`src/rtl/frac_pwm_pkg.sv`:
```
// Shared constants and types for the fractional-rate PWM.
// Field positions are fixed because software decodes them.
package frac_pwm_pkg;
    localparam int REG_W    = 32;
    localparam int BYTES    = REG_W / 8;
    localparam int EN_BIT   = 31;
    localparam int UPD_BIT  = 30;
    localparam int STEP_W   = 16;
    localparam int STEP_LSB = 8;
    localparam int DIV_W    = 8;
    localparam int DIV_LSB  = 0;

    // One step/divisor setting, used for both the shadow and the active copy.
    typedef struct packed {
        logic [STEP_W-1:0] step;
        logic [DIV_W-1:0]  div;
    } pwm_cfg_t;
endpackage

```
`src/rtl/frac_pwm_regs.sv`:
```
// Register port: byte-laned write of the shadow settings and the enable bit.
// The update request is write-1-to-set and is cleared by hardware at a boundary.
// When a set and a clear arrive in the same cycle, the set wins.
// Assumes the boundary input is already qualified by the caller.
module frac_pwm_regs
    import frac_pwm_pkg::*;
(
    input  logic             clk,
    input  logic             rst_n,
    input  logic             wr_en,
    input  logic [BYTES-1:0] wr_be,
    input  logic [REG_W-1:0] wr_data,
    input  logic             boundary,
    output logic [REG_W-1:0] rd_data,
    output logic             run,
    output logic             pend,
    output pwm_cfg_t         shadow
);
    logic [REG_W-1:0]  bit_wr;
    logic [STEP_W-1:0] step_d;
    logic [DIV_W-1:0]  div_d;
    logic              run_d;
    logic              pend_d;
    logic              pend_set;

    // Expand each byte strobe into a per-bit write mask.
    genvar b;
    generate
        for (b = 0; b < BYTES; b++) begin : g_lane
            assign bit_wr[b*8 +: 8] = {8{wr_en & wr_be[b]}};
        end
    endgenerate

    // Compute the next field values from the masked write data.
    always_comb begin
        step_d = (shadow.step & ~bit_wr[STEP_LSB +: STEP_W]) |
                 (wr_data[STEP_LSB +: STEP_W] & bit_wr[STEP_LSB +: STEP_W]);
        div_d  = (shadow.div & ~bit_wr[DIV_LSB +: DIV_W]) |
                 (wr_data[DIV_LSB +: DIV_W] & bit_wr[DIV_LSB +: DIV_W]);
        run_d    = bit_wr[EN_BIT] ? wr_data[EN_BIT] : run;
        pend_set = bit_wr[UPD_BIT] & wr_data[UPD_BIT];
        if (pend_set)
            pend_d = 1'b1;
        else if (boundary)
            pend_d = 1'b0;
        else
            pend_d = pend;
    end

    // Hold the shadow settings, the enable bit and the request bit.
    always_ff @(posedge clk) begin
        if (!rst_n) begin
            shadow <= '0;
            run    <= 1'b0;
            pend   <= 1'b0;
        end else begin
            shadow.step <= step_d;
            shadow.div  <= div_d;
            run         <= run_d;
            pend        <= pend_d;
        end
    end

    // Assemble the read image; reserved bits read as zero.
    always_comb begin
        rd_data                       = '0;
        rd_data[EN_BIT]               = run;
        rd_data[UPD_BIT]              = pend;
        rd_data[STEP_LSB +: STEP_W]   = shadow.step;
        rd_data[DIV_LSB +: DIV_W]     = shadow.div;
    end
endmodule

```
`src/rtl/frac_pwm_phase.sv`:
```
// Phase accumulator: adds the step on every enabled clock and wraps modulo 2^W.
// Flags a wrap in the cycle whose addition carries out.
// The accumulator is held at zero while not running, so a restart begins at zero phase.
module frac_pwm_phase #(
    parameter int W = 16
) (
    input  logic         clk,
    input  logic         rst_n,
    input  logic         run,
    input  logic [W-1:0] step,
    output logic [W-1:0] acc,
    output logic         wrap
);
    logic [W-1:0] sum;
    logic         carry;

    // Add the step with carry out.
    always_comb begin
        {carry, sum} = {1'b0, acc} + {1'b0, step};
        wrap         = run & carry;
    end

    // Advance the phase, or hold it at zero while disabled.
    always_ff @(posedge clk) begin
        if (!rst_n)
            acc <= '0;
        else if (!run)
            acc <= '0;
        else
            acc <= sum;
    end
endmodule

```
`src/rtl/frac_pwm_drive.sv`:
```
// Active settings and output comparator.
// Loads the shadow settings at a boundary when a request is pending.
// The output is high while the phase's upper byte exceeds the active divisor.
// The output is combinational from registers, so it changes only after a clock edge.
module frac_pwm_drive
    import frac_pwm_pkg::*;
(
    input  logic             clk,
    input  logic             rst_n,
    input  logic             run,
    input  logic             boundary,
    input  logic             pend,
    input  pwm_cfg_t         shadow,
    input  logic [DIV_W-1:0] phase_hi,
    output pwm_cfg_t         active,
    output logic             pwm
);
    // Copy the shadow settings into the active ones on a requested boundary.
    always_ff @(posedge clk) begin
        if (!rst_n)
            active <= '0;
        else if (boundary && pend)
            active <= shadow;
    end

    // Compare the phase against the inverted duty, gated by enable.
    always_comb begin
        pwm = run && (phase_hi > active.div);
    end
endmodule

```
`src/rtl/frac_pwm.sv`:
```
// Top level of the single-channel fractional-rate PWM.
// A period boundary is a phase wrap, or any cycle while disabled.
// The disabled case lets software load settings before enabling.
module frac_pwm
    import frac_pwm_pkg::*;
(
    input  logic        clk,
    input  logic        rst_n,
    input  logic        wr_en,
    input  logic [3:0]  wr_be,
    input  logic [31:0] wr_data,
    output logic [31:0] rd_data,
    output logic        pwm_out
);
    logic              run;
    logic              pend;
    logic              wrap;
    logic              boundary;
    logic [STEP_W-1:0] acc;
    pwm_cfg_t          shadow;
    pwm_cfg_t          active;

    // Combine the two sources of a period boundary.
    always_comb begin
        boundary = wrap | ~run;
    end

    frac_pwm_regs u_regs (
        .clk      (clk),
        .rst_n    (rst_n),
        .wr_en    (wr_en),
        .wr_be    (wr_be),
        .wr_data  (wr_data),
        .boundary (boundary),
        .rd_data  (rd_data),
        .run      (run),
        .pend     (pend),
        .shadow   (shadow)
    );

    frac_pwm_phase #(.W(STEP_W)) u_phase (
        .clk   (clk),
        .rst_n (rst_n),
        .run   (run),
        .step  (active.step),
        .acc   (acc),
        .wrap  (wrap)
    );

    frac_pwm_drive u_drive (
        .clk      (clk),
        .rst_n    (rst_n),
        .run      (run),
        .boundary (boundary),
        .pend     (pend),
        .shadow   (shadow),
        .phase_hi (acc[STEP_W-1 -: DIV_W]),
        .active   (active),
        .pwm      (pwm_out)
    );
endmodule

```
`config.mk`:
```
export PLATFORM = sky130hd
export DESIGN_NAME = frac_pwm
export DESIGN_NICKNAME = d
export VERILOG_FILES = /design/src/rtl/frac_pwm_pkg.sv /design/src/rtl/frac_pwm_regs.sv /design/src/rtl/frac_pwm_phase.sv /design/src/rtl/frac_pwm_drive.sv /design/src/rtl/frac_pwm.sv
export SDC_FILE = /design/constraint.sdc
export NUM_CORES = 1
export LEC_CHECK = 0
export BUFFER_PORTS_ARGS = -buffer_cell sky130_fd_sc_hd__buf_4
export CAP_MARGIN = 20
export CORE_MARGIN = 2
export CORE_UTILIZATION = 49
export DETAILED_ROUTE_END_ITERATION = 7
export GPL_TIMING_DRIVEN = 0
export PLACE_DENSITY = 0.81
export SLEW_MARGIN = 10
export SYNTH_ARGS = -nofsm -noshare
export SYNTH_HDL_FRONTEND = slang
export SYNTH_SLANG_ARGS = --single-unit
export TNS_END_PERCENT = 20
```
`constraint.sdc`:
```
create_clock -name clk -period 2.3 [get_ports clk]
set_clock_uncertainty 0.05 [all_clocks]
set_input_delay 0.46 -clock clk [delete_from_list [all_inputs] [get_ports clk]]
set_output_delay 0.46 -clock clk [all_outputs]
set_load 0.005 [all_outputs]
```
==> metrics.yaml <==
placed_design:
  placement.io_buffers: 55
  post-dp-hpwl_um: 5860
  place_area_um2: 3920
  gpl.final_weighted_congestion: 0.845
floorplan:
  core.rowCount: 30
  floorplan.core_area_um2: 6720
  start_util: 0.504
  design.portCount: 72
  design.die.area_um2: 7590
  die_height_um: 87.1
  dieWidth_um: 87.1
pwr:
  power.share.clock: 0.402
  power_switching_share: 0.236
  power.static_leakage_uw: 0.00174
  power.combinational.fraction: 0.085
  max-vdd-ir-drop_mv: 0.434
  total_power_density_per_cell_area_nw_per_um2: 547
  seq_power_share: 0.513
  power.internal_uw: 1770
  switching_power_uw: 546
worst_hold_path:
  timing.hold.worst.class: "in2reg"
yosys:
  synth_fa_ha_area_frac: 0.0947
  ys_ff_latch: 66
  seq_area_frac_synth: 0.391
  synthesized_cell_area_um2: 3380
  post_synth_num_cell_types: 44
  yosysWarningCount: 0
  synth_xor_area_frac: 0.0181
  post_synthesis_compound_gate_area_fraction: 0.163
  syn-instance-count: 388
  yosys-mux-area-fraction: 0.0769
  largest_family_of_logic_cells_by_synthesized_area: "simple AND/OR/NAND/NOR gates"
  synth_area_per_cell_um2: 8.72
  yosys.area_share.simple: 0.199
sta:
  rsz0062_at_grt: "true"
  timing.final.crit_share: 0.991
  max_slew_margin: 0.618
  slew_viol_final: 0
  report.final.setup_viol: 0
  achievable-frequency_mhz: 439
  hold_viol: 0
  holdWs_ps: 336
  setup_total_negative_slack_ps: 0
  tightest_slew_ps: 567
  period_minus_slack_ps: 2280
clocking:
  max-clock-path-buffers: 2
  clock_latency_of_the_later_clocked_register_in_the_worst_skew_pair_ps: 340
  clock_sinks: 66
  cts.reportedPaths.clkPinSlew_ps: 70
  inserted_clock_buffers: 9
  buffer_type_at_the_clock_tree_root: "sky130_fd_sc_hd__clkbuf_8"
  tritoncts_clock_tree: "yes"
  htreeDepth: 3
  cts_stage_hold_buffer_count: 0
critical_path:
  timing.critical_path.required_ps: 1790
  setup.worst_path.start_class: "flop"
  worst_setup_path_end_kind: "output pin"
  setup.worst_path.class: "reg2out"
  largest_driver_fanout_on_the_critical_path: 2
  timing.critical_path.arrival_ps: 1770
routing:
  drt-wirelength-per-cell_um: 14.3
  avgViaCountPerCell: 5.31
  ant_nets: 0
  post-route-drc-count: 0
  dr_total_vias: 2913
  detail_route.first_pass.iterations: 4
  detailedRoute.firstIterationViolations: 254
  finalWirelength_um: 7870
final_layout:
  syn2layout_area_growth_pct: 25.0
  post-route-cell-area_um2: 4230
  layout.filler_cells: 566
  num_antenna_cells: 0
  final_nets: 528
  final_layout_size_suffix_gt1_frac: 0.235
run:
  max-cap-violations: 0
grt:
  pin_count_of_the_biggest_net_entering_global_routing: 11
  grt_overflow_total: 0
  grt_pass1_vias: 2743
  grt.total_usage: 0.209
  grt_pass1_wl_um: 12700
  grt_antenna_before_repair: 0
status:
  status: "finished, final reports clean"
cell type report:
type,instances,area [µm²],area share
clock buffers,13,139,0.0328
plain buffers,26,160,0.0379
flip-flops and latches,66,1330,0.314
multi-input cells,292,1980,0.467
well taps,80,100,0.0237
repair buffers,60,450,0.107
inverters,9,33.8,0.00799
clock inverters,3,40.0,0.00947
synthesized netlist by cell type (all sizes together):
library cell   n  area [µm²]
o21a           7        52.6
mux2i         26         260
ha            24         300
a41o           1        10.0
or3            1        6.26
nor2b          2        12.5
xor2           4        35.0
nor3b          1        7.51
o32ai          1        8.76
o211ai         2        15.0
a31oi          2        12.5
a211oi         3        32.5
nand2b         4        25.0
conb           1        3.75
fa             1        20.0
nand3         31         155
o31ai          1        7.51
a21oi         14        73.8
xnor2          3        26.3
nand2         86         330
a21boi        25         188
clkbuf        16        60.1
nor2          13        48.8
nor3           7        35.0
dfxtp         66        1320
o21ai         12        75.1
a21o           3        22.5
a2bb2oi        1        15.0
and2           2        12.5
o31a           1        17.5
buf           10         100
inv            9        33.8
nand4          2        12.5
and3           4        26.3
a21bo          1        10.0
o211a          1        10.0
worst max-delay path: stages, from the launching register on:
cell                      delay (ps)
sky130_fd_sc_hd__dfxtp_2         340
sky130_fd_sc_hd__inv_2            40
sky130_fd_sc_hd__ha_4            200
sky130_fd_sc_hd__a21o_1          150
sky130_fd_sc_hd__a21o_1          190
sky130_fd_sc_hd__a21oi_2         150
sky130_fd_sc_hd__o21ai_1          90
sky130_fd_sc_hd__o211a_1         130
sky130_fd_sc_hd__buf_4           130
metal layers:
metal / global-route usage / part of all wire / wire length (µm) / up-vias
met5: 0 / 0 / 0 / -
met1: 0.285 / 0.47 / 3680 / 1341
li1: - / - / - / 1481
met2: 0.340 / 0.49 / 3820 / 85
met3: 0.0237 / 0.037 / 293 / 6
met4: 0.0825 / 0.011 / 83 / 0
repair_timing:
action                     4_1_cts  5_1_grt
resized for setup                9       14
buffers inserted                 0        5
pin swaps                        1        6
setup endpoints to repair       23       24
worst paths after layout:
kind              cells past startpoint  slack [ps]                              to                           start
hold / removal                        2         340        u_regs.pend$_SDFFE_PN0P_                     wr_data[30]
setup / recovery                      8          20                         pwm_out  u_drive.active[5]$_SDFFE_PN0P_
setup reg to reg                      9          70  u_drive.active[0]$_SDFFE_PN0P_  u_drive.active[8]$_SDFFE_PN0P_
hold reg to reg                       2         420  u_drive.active[6]$_SDFFE_PN0P_  u_drive.active[6]$_SDFFE_PN0P_
power groups by stage:
stage          registers [µW]  clock network (µW)  logic [µW]
6_report                 1190                 930         196
5_1_grt                  1190                 987         217
4_1_cts                  1190                 928         194
3_5_place_dp             1210                   0         192
3_3_place_gp             1210                   0         187
2_1_floorplan            1210                   0        98.9
cells in the final DEF, fill, tap and decap left out, drive strengths merged, types with 2 or more instances in the layout:
cell    instances
a211oi          3
a21boi         25
a21o            3
a21oi          14
a31oi           2
and2            2
and3            4
buf            70
clkbuf         29
clkinv          2
conb            6
dfxtp          66
ha             24
inv             9
mux2i          26
nand2          86
nand2b          4
nand3          31
nand4           2
nor2           13
nor2b           2
nor3            7
o211ai          2
o21a            7
o21ai          12
xnor2           3
xor2            4
cell families (layout without fill, tap and decap cells):
family,after synthesis,count (layout)
buffers and inverters,35,111
AO/OA/AOI/OAI,75,75
AND/OR/NAND/NOR,153,153
XOR/XNOR,7,7
other,1,6
multiplexers,26,26
flip-flops,66,66
adder cells (fa/ha/maj),25,25
through the flow:
stage / instances / utilization / total power, µW / worst slack [ps]
finish: 549 / 0.629 / 2310 / 21.6
global route: 549 / 0.629 / 2390 / -14.0
floorplan: 393 / - / 1310 / 132
CTS: 544 / 0.613 / 2310 / -9.46
global placement: 528 / 0.583 / 1400 / -13.4
detailed placement: 528 / 0.583 / 1410 / -43.0
Note: power is estimated with default switching activity, not from simulation.
